**src/rtl/bus_hold_pkg.sv**
```systemverilog
package bus_hold_pkg;
   typedef enum logic [2:0] {
      ST_OWN      = 3'd0,
      ST_LENT     = 3'd1,
      ST_WAIT     = 3'd2,
      ST_REL_IDLE = 3'd3,
      ST_REL_WAIT = 3'd4
   } hold_state_e;
endpackage

```
**src/rtl/hold_sync.sv**
```systemverilog
module hold_sync #(
   parameter int STAGES = 2
) (
   input  logic clk,
   input  logic rst_n,
   input  logic async_n,
   output logic sync_n
);
   if (STAGES < 0 || STAGES > 4) begin : g_bad_depth
      $error("hold_sync: STAGES must be within 0..4");
   end

   if (STAGES == 0) begin : g_direct
      assign sync_n = async_n;
   end else begin : g_chain
      logic [STAGES-1:0] sh;
      always_ff @(posedge clk or negedge rst_n) begin
         if (!rst_n) sh[0] <= 1'b1;
         else        sh[0] <= async_n;
      end
      for (genvar i = 1; i < STAGES; i++) begin : g_stage
         always_ff @(posedge clk or negedge rst_n) begin
            if (!rst_n) sh[i] <= 1'b1;
            else        sh[i] <= sh[i-1];
         end
      end
      assign sync_n = sh[STAGES-1];
   end
endmodule

```
**src/rtl/hold_ctrl.sv**
```systemverilog
module hold_ctrl
   import bus_hold_pkg::*;
(
   input  logic clk,
   input  logic rst_n,
   input  logic hold_on,
   input  logic core_req,
   input  logic cyc_busy,
   output logic hold_ack_n,
   output logic bus_req_n,
   output logic core_gnt,
   output logic drv_en,
   output logic irq_block
);
   hold_state_e state, state_nx;
   logic        take_hold;

   assign take_hold = hold_on && !cyc_busy;

   always_comb begin
      state_nx = state;
      unique case (state)
         ST_OWN:      if (take_hold) state_nx = ST_LENT;
         ST_LENT:     if (!hold_on)  state_nx = ST_REL_IDLE;
                      else if (core_req) state_nx = ST_WAIT;
         ST_WAIT:     if (!hold_on)  state_nx = ST_REL_WAIT;
         ST_REL_IDLE: state_nx = ST_OWN;
         ST_REL_WAIT: state_nx = ST_OWN;
         default:     state_nx = ST_OWN;
      endcase
   end

   always_ff @(posedge clk or negedge rst_n) begin
      if (!rst_n) state <= ST_OWN;
      else        state <= state_nx;
   end

   logic waiting;
   assign waiting    = (state == ST_WAIT) || (state == ST_REL_WAIT);
   assign drv_en     = (state == ST_OWN);
   assign hold_ack_n = (state == ST_OWN);
   assign bus_req_n  = !waiting;
   assign irq_block  = waiting;
   assign core_gnt   = (state == ST_OWN) && core_req && !take_hold;

   // acknowledge only after the in-flight cycle has ended
   assert_ack_at_boundary_R2: assert property (@(posedge clk) disable iff (!rst_n)
      $fell(hold_ack_n) |-> $past(!cyc_busy));
   // bus request appears only in answer to a core request
   assert_breq_on_request_R4: assert property (@(posedge clk) disable iff (!rst_n)
      $fell(bus_req_n) |-> $past(core_req) && !hold_ack_n);
   // interrupt masking starts only because the core asked for the bus
   assert_irq_block_cause_R5: assert property (@(posedge clk) disable iff (!rst_n)
      $rose(irq_block) |-> $past(core_req && !hold_ack_n));
   // release only after the synchronized request was seen gone
   assert_release_delay_R6: assert property (@(posedge clk) disable iff (!rst_n)
      $rose(hold_ack_n) |-> $past(!hold_on) && drv_en);
   // bus request withdrawn on the acknowledge release edge
   assert_breq_with_ack_R7: assert property (@(posedge clk) disable iff (!rst_n)
      $rose(bus_req_n) |-> $rose(hold_ack_n));
   // no grant while the bus is lent out
   assert_no_grant_lent_R9: assert property (@(posedge clk) disable iff (!rst_n)
      core_gnt |-> hold_ack_n && drv_en);
endmodule

```
**src/rtl/bus_hold_arbiter.sv**
```systemverilog
module bus_hold_arbiter #(
   parameter int SYNC_STAGES = 2
) (
   input  logic clk,
   input  logic rst_n,
   input  logic hold_req_n,
   output logic hold_ack_n,
   output logic bus_req_n,
   input  logic core_req,
   input  logic cyc_busy,
   output logic core_gnt,
   output logic drv_en,
   output logic irq_block
);
   logic hold_sync_n;

   hold_sync #(.STAGES(SYNC_STAGES)) u_sync (
      .clk     (clk),
      .rst_n   (rst_n),
      .async_n (hold_req_n),
      .sync_n  (hold_sync_n)
   );

   hold_ctrl u_ctrl (
      .clk        (clk),
      .rst_n      (rst_n),
      .hold_on    (!hold_sync_n),
      .core_req   (core_req),
      .cyc_busy   (cyc_busy),
      .hold_ack_n (hold_ack_n),
      .bus_req_n  (bus_req_n),
      .core_gnt   (core_gnt),
      .drv_en     (drv_en),
      .irq_block  (irq_block)
   );
endmodule

```
**config.mk**
```make
export PLATFORM = sky130hd
export DESIGN_NAME = bus_hold_arbiter
export DESIGN_NICKNAME = d
export VERILOG_FILES = /design/src/rtl/bus_hold_pkg.sv /design/src/rtl/hold_sync.sv /design/src/rtl/hold_ctrl.sv /design/src/rtl/bus_hold_arbiter.sv
export SDC_FILE = /design/constraint.sdc
export NUM_CORES = 1
export LEC_CHECK = 0
export ABC_AREA = 0
export BUFFER_PORTS_ARGS = -buffer_cell sky130_fd_sc_hd__buf_2
export CAP_MARGIN = 20
export CORE_AREA = 2 2 39 41
export CTS_CLUSTER_DIAMETER = 100
export DETAILED_ROUTE_END_ITERATION = 6
export DIE_AREA = 0 0 41 43
export PLACE_DENSITY = 0.33
export SKIP_LAST_GASP = 1
export SLEW_MARGIN = 5
export SYNTH_ARGS = -nofsm -noshare
export SYNTH_HDL_FRONTEND = slang
export SYNTH_SLANG_ARGS = --single-unit
```
**constraint.sdc**
```tcl
create_clock -name clk -period 0.9 [get_ports clk]
set_input_delay 0.045 -clock clk [delete_from_list [all_inputs] [get_ports clk]]
set_output_delay 0.045 -clock clk [all_outputs]
set_load 0.1 [all_outputs]
```
==> summary.txt <==
Run status
  – Status: finished, violations left
  – Failing checks: setup timing

Floorplan
  – Initial core utilization: 0.165
  – Cell Rows: 14
  – Die Y: between 40 and 50 um
  – Die area: ~0.0018 mm2
  – Die Wd: between 40 and 50 um
  – I/O pin total: 10
  – CORE AREA: between 0.001 and 0.0015 mm2

Global route
  – Largest net degree at the start of global routing: 6
  – First-pass GRT wire length: 814 um
  – Antenna violations before repair: 0
  – GRT Total Usage: 0.0698
  – GR Overflow Total: 0
  – Vias in the first global route: ~220

STA
  – Slew of the pin with the lowest slew margin: around 0.18 ns
  – Max-slew violations: 0
  – Tmin final: 1.34 ns
  – Final Skew: 0.000502 ns
  – # setup viols final: 8
  – RSZ-0062 raised after global routing: yes
  – Slew headroom: 0.879
  – Final Cycle Share: 1.49
  – Final hold viol count: 0
  – Final WS setup: -0.443 ns
  – Fmax: approximately 740 MHz

Finish
  – Non-Filler Instances: between 50 and 60
  – Ant. Diodes: 0
  – Fin util: 0.365
  – Reg area: roughly 130 um2
  – FILL cells: roughly 150
  – Multi-input logic area: about 120 um2
  – Share of cells above drive strength 1: 0.707
  – Final net count: 47
  – Area delta synth->final: 122%

CTS
  – CTS tree: done
  – TritonCTS Buffers: 3
  – Clock root buffer master: clkbuf_4
  – H-tree Lvls: 1
  – Clock Sinks: 5
  – Clock transition at path regs: 0.04 ns
  – Clock network latency to the later pin of the worst-skew pair: roughly 0.23 ns
  – Max clock buf depth: 2

Setup path
  – Critical path class: reg2out
  – CP arrival: ~1.3 ns
  – Worst setup EP type: output pin
  – Reg2Reg Capture Point: u_ctrl.state[1]
  – Startpoint Class: register
  – Max FO, Critical Path: 4
  – R2R Setup Slk: -0.25 ns
  – R2R cell count: 5
  – CP Data Required Time: 0.85 ns
  – Worst R2R Start: u_ctrl.state[0]

Synth
  – Post-synth top area share: 0.330
  – YS warnings: 0
  – Synth Cell Area: about 230 um2
  – Register area share after synthesis: 0.560
  – Area leader, netlist: dfrtp_1
  – Seq cells post-synth: 5
  – Netlist cell types: 15
  – Syn Area/Cell: ~11 um2
  – Post-Synthesis Cells: 20
  – Syn Nets: 25
  – Synth area leaders: dfrtp_1, dfstp_2, nor3_2, o21ai_0, and2b_2

Placed design
  – # port buffers: 9
  – DP Cell Count: between 40 and 50
  – Gp weighted congestion: roughly 0.7

Drt
  – Antenna Violating Nets Remaining: 0
  – Drc violations: 0
  – Initial DRC count: 1
  – Vias per Instance: ~3.9
  – Vias: 220
  – Routed WL: ~480 um
  – First drt pass iteration count: 2
  – Avg WL per Cell: approximately 8.4 um

Min path
  – HP Class: in2reg
  – Hold endpoint: u_ctrl.state[0]
  – Hold path startpoint: cyc_busy
  – Hold Path Depth: 4

Job
  – Max-cap violations: 0
-- worst max-delay path, stage by stage, from the launching register on --
cell and delay [ns]:
dfstp_2 0.55, nor2_2 0.05, and3b_4 0.29, buf_12 0.17
-- metrics by stage --
stage	setup TNS, ns	cell area (um2)	setup WS (ns)	hold slack [ns]
floorplan	-3.01	243	-0.963	-0.251
global placement	-0.851	413	-0.181	-0.141
detailed placement	-0.923	413	-0.199	-0.140
CTS	-2.45	473	-0.449	0.145
global route	-3.08	505	-0.519	0.162
finish	-2.54	505	-0.443	0.132
-- placed cells by master (no fill, tap or decap), drive strengths merged --
| cell type | count |
|---|---|
| and2b | 1 |
| and3b | 1 |
| buf | 16 |
| clkbuf | 4 |
| clkinvlp | 1 |
| dfrtp | 3 |
| dfstp | 2 |
| dlygate4sd3 | 2 |
| nand2b | 1 |
| nand3b | 1 |
| nor2 | 2 |
| nor3 | 2 |
| nor3b | 1 |
| o21ai | 2 |
| o22a | 1 |
| xor2 | 1 |
-- worst max path at each step --
stage / from / to / slack, ns / cells after the start
finish: u_sync.sync_n / core_gnt / -0.44 / 3
global route: u_ctrl.state[1] / bus_req_n / -0.52 / 4
CTS: u_sync.sync_n / core_gnt / -0.45 / 3
detailed placement: u_sync.sync_n / core_gnt / -0.20 / 3
global placement: u_sync.sync_n / core_gnt / -0.18 / 3
floorplan: u_ctrl.state[0] / core_gnt / -0.96 / 2
-- synth_stat cells --
cell,count
dfrtp_1,3
inv_1,1
nor3_1,1
and3b_1,1
nand2b_1,1
dfstp_2,2
xor2_1,1
nor2_1,2
o21ai_0,2
buf_4,1
nand3b_1,1
and2b_2,1
nor3b_1,1
nor3_2,1
o22a_1,1
-- routing by layer --
layer / share of wire / vias to the layer above / track usage
met3: 0.095 / 0 / 0.0157
li1: - / 110 / -
met4: 0 / 0 / 0.0600
met1: 0.36 / 102 / 0.0822
met2: 0.54 / 8 / 0.100
met5: 0 / - / 0
-- logic make-up (layout without fill, tap and decap cells) --
| kind of cell | count (synthesis) | count (layout) | synth area share |
|---|---|---|---|
| flops | 5 | 5 | 0.560 |
| buf+inv | 2 | 23 | 0.0494 |
| xor+xnor | 1 | 1 | 0.0385 |
| compound gates | 3 | 3 | 0.0824 |
| simple gates | 9 | 9 | 0.269 |
-- state kept, by name, indices dropped and copies added (netlist names) --
register	count
u_sync.sync_n	1
u_ctrl.state	3
u_sync.g_chain.sh	1
-- final cells by class --
cell class | instances | area share
clock buffers | 4 | 0.0520
inverters | 1 | 0.0149
multi-input cells | 13 | 0.230
flip-flops and latches | 5 | 0.252
well taps | 16 | 0.0396
repair buffers | 18 | 0.411
-- timing repair --
item,CTS,global route
endpoints found under the setup margin,8,8
setup buffers,1,1
hold buffers,2,0
cloned,0,0
hold endpoints to repair,6,0
pin swaps,2,1
gates resized for setup,2,7
Power is not shown: default switching activity piles up to over one toggle a cycle in this logic, so the estimate is an artifact.
